File: src/rtl/slot_pwr_pkg.sv
package slot_pwr_pkg;

   typedef enum logic [1:0] {
      PWR_OFF   = 2'd0,
      PWR_PREP  = 2'd1,
      PWR_ON    = 2'd2,
      PWR_DRAIN = 2'd3
   } pwr_code_e;

   typedef enum logic [2:0] {
      ST_IDLE,
      ST_WAITQ,
      ST_PREP,
      ST_APPLY,
      ST_HOLD,
      ST_SETTLE,
      ST_FALL
   } seq_st_e;

   function automatic int unsigned max_of4(input int unsigned a, input int unsigned b,
                                           input int unsigned c, input int unsigned d);
      int unsigned m;
      m = a;
      if (b > m) m = b;
      if (c > m) m = c;
      if (d > m) m = d;
      return m;
   endfunction

endpackage

File: src/rtl/slot_pwr_timer.sv
module slot_pwr_timer #(
   parameter int unsigned CNT_W = 8
) (
   input  logic             clk,
   input  logic             rst_n,
   input  logic             load,
   input  logic [CNT_W-1:0] load_val,
   output logic             expire
);

   logic [CNT_W-1:0] cnt_q;

   always_ff @(posedge clk) begin
      if (!rst_n) begin
         cnt_q <= '0;
      end else if (load) begin
         cnt_q <= load_val;
      end else if (cnt_q != '0) begin
         cnt_q <= cnt_q - CNT_W'(1);
      end
   end

   // Last cycle of a window of load_val cycles
   assign expire = (cnt_q == CNT_W'(1));

endmodule

File: src/rtl/slot_pwr_fsm.sv
module slot_pwr_fsm
   import slot_pwr_pkg::*;
#(
   parameter int unsigned CNT_W          = 8,
   parameter int unsigned DLY_PREP       = 4,
   parameter int unsigned DLY_APPLY      = 4,
   parameter int unsigned DLY_RELEASE    = 4,
   parameter int unsigned DLY_SETTLE     = 4,
   parameter bit          ABORT_ON_EJECT = 1'b1
) (
   input  logic             clk,
   input  logic             rst_n,
   input  logic             cmd_on,
   input  logic             cmd_off,
   input  logic             card_present,
   input  logic [1:0]       pwr_rd,
   input  logic             tmr_expire,
   output logic             tmr_load,
   output logic [CNT_W-1:0] tmr_val,
   output logic             pwr_wr_en,
   output logic [1:0]       pwr_wr_code,
   output logic             slot_rst_rel,
   output logic             busy,
   output logic             done,
   output logic             err
);

   seq_st_e   st_q, st_n;
   logic      op_on_q;
   logic      card_lost;
   logic      fin, fin_err, wr_go, rel_set, rel_clr;
   pwr_code_e wr_val;

   generate
      if (ABORT_ON_EJECT) begin : g_abort
         assign card_lost = ~card_present;
      end else begin : g_no_abort
         logic unused_card;
         assign unused_card = card_present;
         assign card_lost   = 1'b0;
      end
   endgenerate

   always_comb begin
      st_n     = st_q;
      fin      = 1'b0;
      fin_err  = 1'b0;
      wr_go    = 1'b0;
      wr_val   = PWR_OFF;
      rel_set  = 1'b0;
      rel_clr  = 1'b0;
      tmr_load = 1'b0;
      tmr_val  = '0;
      unique case (st_q)
         ST_IDLE: begin
            if (cmd_on || cmd_off) st_n = ST_WAITQ;
         end
         ST_WAITQ: begin
            if (op_on_q && card_lost) begin
               fin     = 1'b1;
               fin_err = 1'b1;
               rel_clr = 1'b1;
            end else if (pwr_rd != PWR_DRAIN) begin
               if (op_on_q) begin
                  if (pwr_rd != PWR_OFF) begin
                     fin = 1'b1;
                  end else begin
                     tmr_load = 1'b1;
                     tmr_val  = CNT_W'(DLY_PREP);
                     st_n     = ST_PREP;
                  end
               end else if (pwr_rd != PWR_ON) begin
                  fin = 1'b1;
               end else begin
                  wr_go   = 1'b1;
                  wr_val  = PWR_DRAIN;
                  rel_clr = 1'b1;
                  st_n    = ST_FALL;
               end
            end
         end
         ST_PREP: begin
            if (card_lost) begin
               fin = 1'b1; fin_err = 1'b1; rel_clr = 1'b1;
            end else if (tmr_expire) begin
               wr_go    = 1'b1;
               wr_val   = PWR_PREP;
               tmr_load = 1'b1;
               tmr_val  = CNT_W'(DLY_APPLY);
               st_n     = ST_APPLY;
            end
         end
         ST_APPLY: begin
            if (card_lost) begin
               fin = 1'b1; fin_err = 1'b1; rel_clr = 1'b1;
            end else if (tmr_expire) begin
               wr_go    = 1'b1;
               wr_val   = PWR_ON;
               tmr_load = 1'b1;
               tmr_val  = CNT_W'(DLY_RELEASE);
               st_n     = ST_HOLD;
            end
         end
         ST_HOLD: begin
            if (card_lost) begin
               fin = 1'b1; fin_err = 1'b1; rel_clr = 1'b1;
            end else if (tmr_expire) begin
               rel_set  = 1'b1;
               tmr_load = 1'b1;
               tmr_val  = CNT_W'(DLY_SETTLE);
               st_n     = ST_SETTLE;
            end
         end
         ST_SETTLE: begin
            if (card_lost) begin
               fin = 1'b1; fin_err = 1'b1; rel_clr = 1'b1;
            end else if (tmr_expire) begin
               fin = 1'b1;
            end
         end
         ST_FALL: begin
            if (pwr_rd == PWR_OFF) fin = 1'b1;
         end
         default: st_n = ST_IDLE;
      endcase
      if (fin) st_n = ST_IDLE;
   end

   always_ff @(posedge clk) begin
      if (!rst_n) begin
         st_q         <= ST_IDLE;
         op_on_q      <= 1'b0;
         busy         <= 1'b0;
         done         <= 1'b0;
         err          <= 1'b0;
         pwr_wr_en    <= 1'b0;
         pwr_wr_code  <= PWR_OFF;
         slot_rst_rel <= 1'b0;
      end else begin
         st_q      <= st_n;
         done      <= fin;
         pwr_wr_en <= wr_go;
         if (wr_go) pwr_wr_code <= wr_val;
         if (st_q == ST_IDLE && (cmd_on || cmd_off)) begin
            op_on_q <= cmd_on;
            busy    <= 1'b1;
            err     <= 1'b0;
         end
         if (fin) begin
            busy <= 1'b0;
            err  <= fin_err;
         end
         if (rel_clr)      slot_rst_rel <= 1'b0;
         else if (rel_set) slot_rst_rel <= 1'b1;
      end
   end

endmodule

File: src/rtl/slot_pwr_seq.sv
module slot_pwr_seq
   import slot_pwr_pkg::*;
#(
   parameter int unsigned DLY_PREP       = 125000,
   parameter int unsigned DLY_APPLY      = 1250000,
   parameter int unsigned DLY_RELEASE    = 3375000,
   parameter int unsigned DLY_SETTLE     = 15000000,
   parameter bit          ABORT_ON_EJECT = 1'b1
) (
   input  logic       clk,
   input  logic       rst_n,
   input  logic       cmd_on,
   input  logic       cmd_off,
   input  logic       card_present,
   input  logic [1:0] pwr_rd,
   output logic       pwr_wr_en,
   output logic [1:0] pwr_wr_code,
   output logic       slot_rst_rel,
   output logic       busy,
   output logic       done,
   output logic       err
);

   localparam int unsigned DLY_MAX = max_of4(DLY_PREP, DLY_APPLY, DLY_RELEASE, DLY_SETTLE);
   localparam int unsigned CNT_W   = (DLY_MAX < 2) ? 1 : $clog2(DLY_MAX + 1);

   generate
      if (DLY_PREP < 1 || DLY_APPLY < 1 || DLY_RELEASE < 1 || DLY_SETTLE < 1) begin : g_bad_delay
         $error("slot_pwr_seq: every delay must be at least one cycle");
      end
      if (CNT_W > 32) begin : g_bad_width
         $error("slot_pwr_seq: delay counter wider than 32 bits");
      end
   endgenerate

   logic             tmr_load;
   logic [CNT_W-1:0] tmr_val;
   logic             tmr_expire;

   slot_pwr_timer #(
      .CNT_W (CNT_W)
   ) u_timer (
      .clk      (clk),
      .rst_n    (rst_n),
      .load     (tmr_load),
      .load_val (tmr_val),
      .expire   (tmr_expire)
   );

   slot_pwr_fsm #(
      .CNT_W          (CNT_W),
      .DLY_PREP       (DLY_PREP),
      .DLY_APPLY      (DLY_APPLY),
      .DLY_RELEASE    (DLY_RELEASE),
      .DLY_SETTLE     (DLY_SETTLE),
      .ABORT_ON_EJECT (ABORT_ON_EJECT)
   ) u_fsm (
      .clk          (clk),
      .rst_n        (rst_n),
      .cmd_on       (cmd_on),
      .cmd_off      (cmd_off),
      .card_present (card_present),
      .pwr_rd       (pwr_rd),
      .tmr_expire   (tmr_expire),
      .tmr_load     (tmr_load),
      .tmr_val      (tmr_val),
      .pwr_wr_en    (pwr_wr_en),
      .pwr_wr_code  (pwr_wr_code),
      .slot_rst_rel (slot_rst_rel),
      .busy         (busy),
      .done         (done),
      .err          (err)
   );

endmodule

File: config.mk
export PLATFORM = sky130hd
export DESIGN_NAME = slot_pwr_seq
export DESIGN_NICKNAME = d
export VERILOG_FILES = /design/src/rtl/slot_pwr_pkg.sv /design/src/rtl/slot_pwr_timer.sv /design/src/rtl/slot_pwr_fsm.sv /design/src/rtl/slot_pwr_seq.sv
export SDC_FILE = /design/constraint.sdc
export NUM_CORES = 1
export LEC_CHECK = 0
export BUFFER_PORTS_ARGS = -buffer_cell sky130_fd_sc_hd__clkbuf_2
export CAP_MARGIN = 10
export CORE_MARGIN = 3
export CORE_UTILIZATION = 25
export CTS_CLUSTER_SIZE = 24
export DETAILED_ROUTE_END_ITERATION = 8
export PLACE_DENSITY = 0.41
export SYNTH_ARGS = -nofsm -noshare
export SYNTH_HDL_FRONTEND = slang
export SYNTH_SLANG_ARGS = --single-unit
File: constraint.sdc
create_clock -name clk -period 3.2 [get_ports clk]
set_input_delay 0.8 -clock clk [delete_from_list [all_inputs] [get_ports clk]]
set_output_delay 0.8 -clock clk [all_outputs]
set_load 0.005 [all_outputs]
==> results.md <==
- Number of global-route vias before repair: 1,741
- Ys async rst share: 0%
- Cell accounting for the most synthesized area: dfxtp_1
- Slew @ Worst Pin: 633 ps
- Worst setup slack after layout: 605 ps
- WHS Path Cells: 2
- Longest Clk Path Bufs: 2
- Hold Fails Final Rpt: 0
- Critical setup path kind: flop to flop
- Rel. slew slack: 57.5%
- Post-synthesis average cell area: 8.53 µm²
- P&R area growth vs syn: 14.6%
- Die Wd: between 90 and 100 µm
- Commonest register cell after synthesis: dfxtp_1
- Maxcap violations: 0
- Worst Hold Launch: u_fsm.busy
- Gpl congestion: 0.790
- Worst setup SP type: flop
- #FFs+latches synth: 35
- # nets final: 272
- RSZ-0062 raised after global routing: no
- Hold EP: u_fsm.busy
- First-pass GRT wire length: 9170 µm
- Syn_nets: 255
- Ant diodes: 0
- Ratio of cells with drive above 1 in the final layout: 13.4%
- Chip height: 97.2 µm
- CTS Hold Buffers Added: 0
- Port bufs: 13
- Largest net degree at the start of global routing: 21
- Post-CTS setup buffer count: 0
- Reg area: approximately 700 µm²
- FF-to-FF End: u_fsm.pwr_wr_code[0]
- Hold WC Path Type: flop to flop
- Static Leak: 0.878 nW
- WL final: ~5600 µm
- CP max FO: 8
- Initial Util: 26.4%
- Detailed placement HPWL: roughly 4200 µm
- Outcome: finished, final reports clean
- Vias per std cell: 5.08
- Multi-input gate area: about 1300 µm²
- Top cells by count, synth: dfxtp_1 (35), a21oi_1 (18), nor2_1 (18)
- ANT nets after route: 0
- Clk root buf: clkbuf_8
- Final clock skew: ~6.6 ps
- Post-Layout Cell Count: 364
- Initial antenna violation count: 0
- Worst skew pair latency: 290 ps
- Clk slew on worst S/H paths: 80 ps
- Pins Over Slew Limit: 0
- Die area: 9450 µm²
- Sequential share of the synthesized area: 33.7%
- Final period util: between 80% and 90%
- TritonCTS clock tree: yes
- Min Clock Period, post-route: 2600 ps
- EDFF count, synth: 0
- Setup slack at placement: 641 ps
- Flop-to-flop setup slack: 600 ps
- Most frequent cell after synthesis: dfxtp_1
- TNS Setup: 0 ps
- Endpoints failing setup: 0
- R2r startpoint: u_timer.cnt_q[15]
- Placed Cells: 356
- Via count: 1,850
- Gr ovfl total: 0
- I/O pin cnt: 14
- Arr. time, crit path: between 2000 and 3000 ps
- Post-DR wirelength/cell: 15.4 µm
- Starting DRT DRC Count: 80
- Total GRT Usage: between 10% and 20%
- Num CTS Buffers: 5
- DR DRC count: 0
- Critical path origin: u_timer.cnt_q[15]
- # H-tree levels: 2
- Core footprint: between 7000 and 8000 µm²
- Worst R2R Path Depth: 5
- Fillcell total: 851
- Synth area leaders: dfxtp_1 (34%), xnor2_1 (5.9%), a21oi_1 (4.3%)
- CP Capture Type: flop
- Yosys top cell area share: between 30% and 40%
- First-pass iteration count of the detailed router: 4
- Placement row count: 32
- Post-Synthesis Cell Area: 2080 µm²
- Worst endpoint required time: 3420 ps
- Power Density: 1070 nW/µm²
- YS warnings: 0
- Post-cts gate resize count: 0
- Final core occ: 30.2%
- VDD IR-drop max: a little under 0.0003 V
- Fmax: roughly 390 MHz
- Syn Inst Count: 244
- Netlist cell types: 56
- CTS Sinks: 35
power breakdown:
| part | leakage, nW | switching, mW | total [mW] | internal, mW |
|---|---|---|---|---|
| Combinational | 0.530 | 0.809 | 1.40 | 0.594 |
| Clock | 0.0612 | 0.168 | 0.421 | 0.252 |
| Sequential | 0.286 | 0.157 | 0.739 | 0.582 |
| Total | 0.878 | 1.13 | 2.56 | 1.43 |
per-stage QoR:
| stage | power (mW) | area (µm²) | hold WS [ps] |
|---|---|---|---|
| detailed placement | 2.14 | 2270 | 441 |
| floorplan | 1.84 | 2080 | 442 |
| finish | 2.56 | 2380 | 445 |
| CTS | 2.58 | 2380 | 453 |
| global route | 2.78 | 2380 | 479 |
| global placement | 2.15 | 2270 | 441 |
worst max path at each step:
stage,end,slack (ps),cells past startpoint
finish,u_fsm.pwr_wr_code[0],600,5
CTS,u_fsm.pwr_wr_code[0],610,5
floorplan,u_timer.cnt_q[16],920,7
global placement,u_fsm.pwr_wr_code[0],660,5
global route,u_fsm.pwr_wr_code[0],490,5
detailed placement,u_timer.cnt_q[10],640,5
flip-flops by register name, summed over array words and instances, names as in the netlist:
signal	cells
u_fsm.busy	1
u_fsm.done	1
u_fsm.err	1
u_fsm.op_on_q	1
u_fsm.pwr_wr_code	2
u_fsm.pwr_wr_en	1
u_fsm.slot_rst_rel	1
u_fsm.st_q	3
u_timer.cnt_q	24
metal layers:
metal	global-route usage (%)	vias to the layer above	wire, µm
li1	-	947	-
met1	16.5	875	2940
met2	18.4	22	2440
met3	2.73	6	139
met4	3.62	0	78
met5	0	-	0
kinds of logic (layout without fill, tap and decap cells):
| kind of cell | count (synthesis) | after routing | share of synthesized area [%] |
|---|---|---|---|
| AO/OA/AOI/OAI | 67 | 67 | 22.5 |
| AND/OR/NAND/NOR | 100 | 100 | 28.4 |
| multiplexers | 2 | 2 | 0.962 |
| buffers and inverters | 18 | 36 | 4.51 |
| XOR/XNOR | 18 | 18 | 7.58 |
| flip-flops | 35 | 35 | 33.7 |
| adder cells (fa/ha/maj) | 4 | 4 | 2.41 |
cell usage in the layout, fill, tap and decap left out, drive strengths merged, types with 2 or more instances in the layout:
| master | n |
|---|---|
| and2 | 2 |
| or3 | 5 |
| buf | 8 |
| o211ai | 6 |
| nand3 | 17 |
| o21a | 5 |
| nand4 | 4 |
| a2bb2oi | 2 |
| clkbuf | 19 |
| xnor2 | 14 |
| nor2b | 5 |
| nand2b | 4 |
| o31a | 2 |
| or4 | 4 |
| ha | 4 |
| dfxtp | 35 |
| o21ai | 6 |
| inv | 7 |
| nor4b | 2 |
| nor4 | 8 |
| a21o | 2 |
| nor3b | 2 |
| nand4b | 2 |
| a21boi | 4 |
| a211oi | 4 |
| o31ai | 2 |
| mux2i | 2 |
| a21oi | 18 |
| nor2 | 18 |
| nand2 | 11 |
| a31oi | 7 |
| nor3 | 8 |
| a221oi | 2 |
| and3 | 4 |
| xor2 | 4 |
cell type report:
cell class / instances / share of cell area, %
well taps: 102 / 5.35
flip-flops and latches: 35 / 29.4
repair buffers: 21 / 5.25
clock buffers: 6 / 3.46
clock inverters: 2 / 1.47
multi-input cells: 191 / 54.0
inverters: 7 / 1.10
critical path, stage by stage (launching register included):
cell,delay [ps]
dfxtp_1,360
or4_4,580
nor4_4,590
nand4_2,260
or4b_1,550
a31oi_1,180
Note: power is estimated with default switching activity, not from simulation.
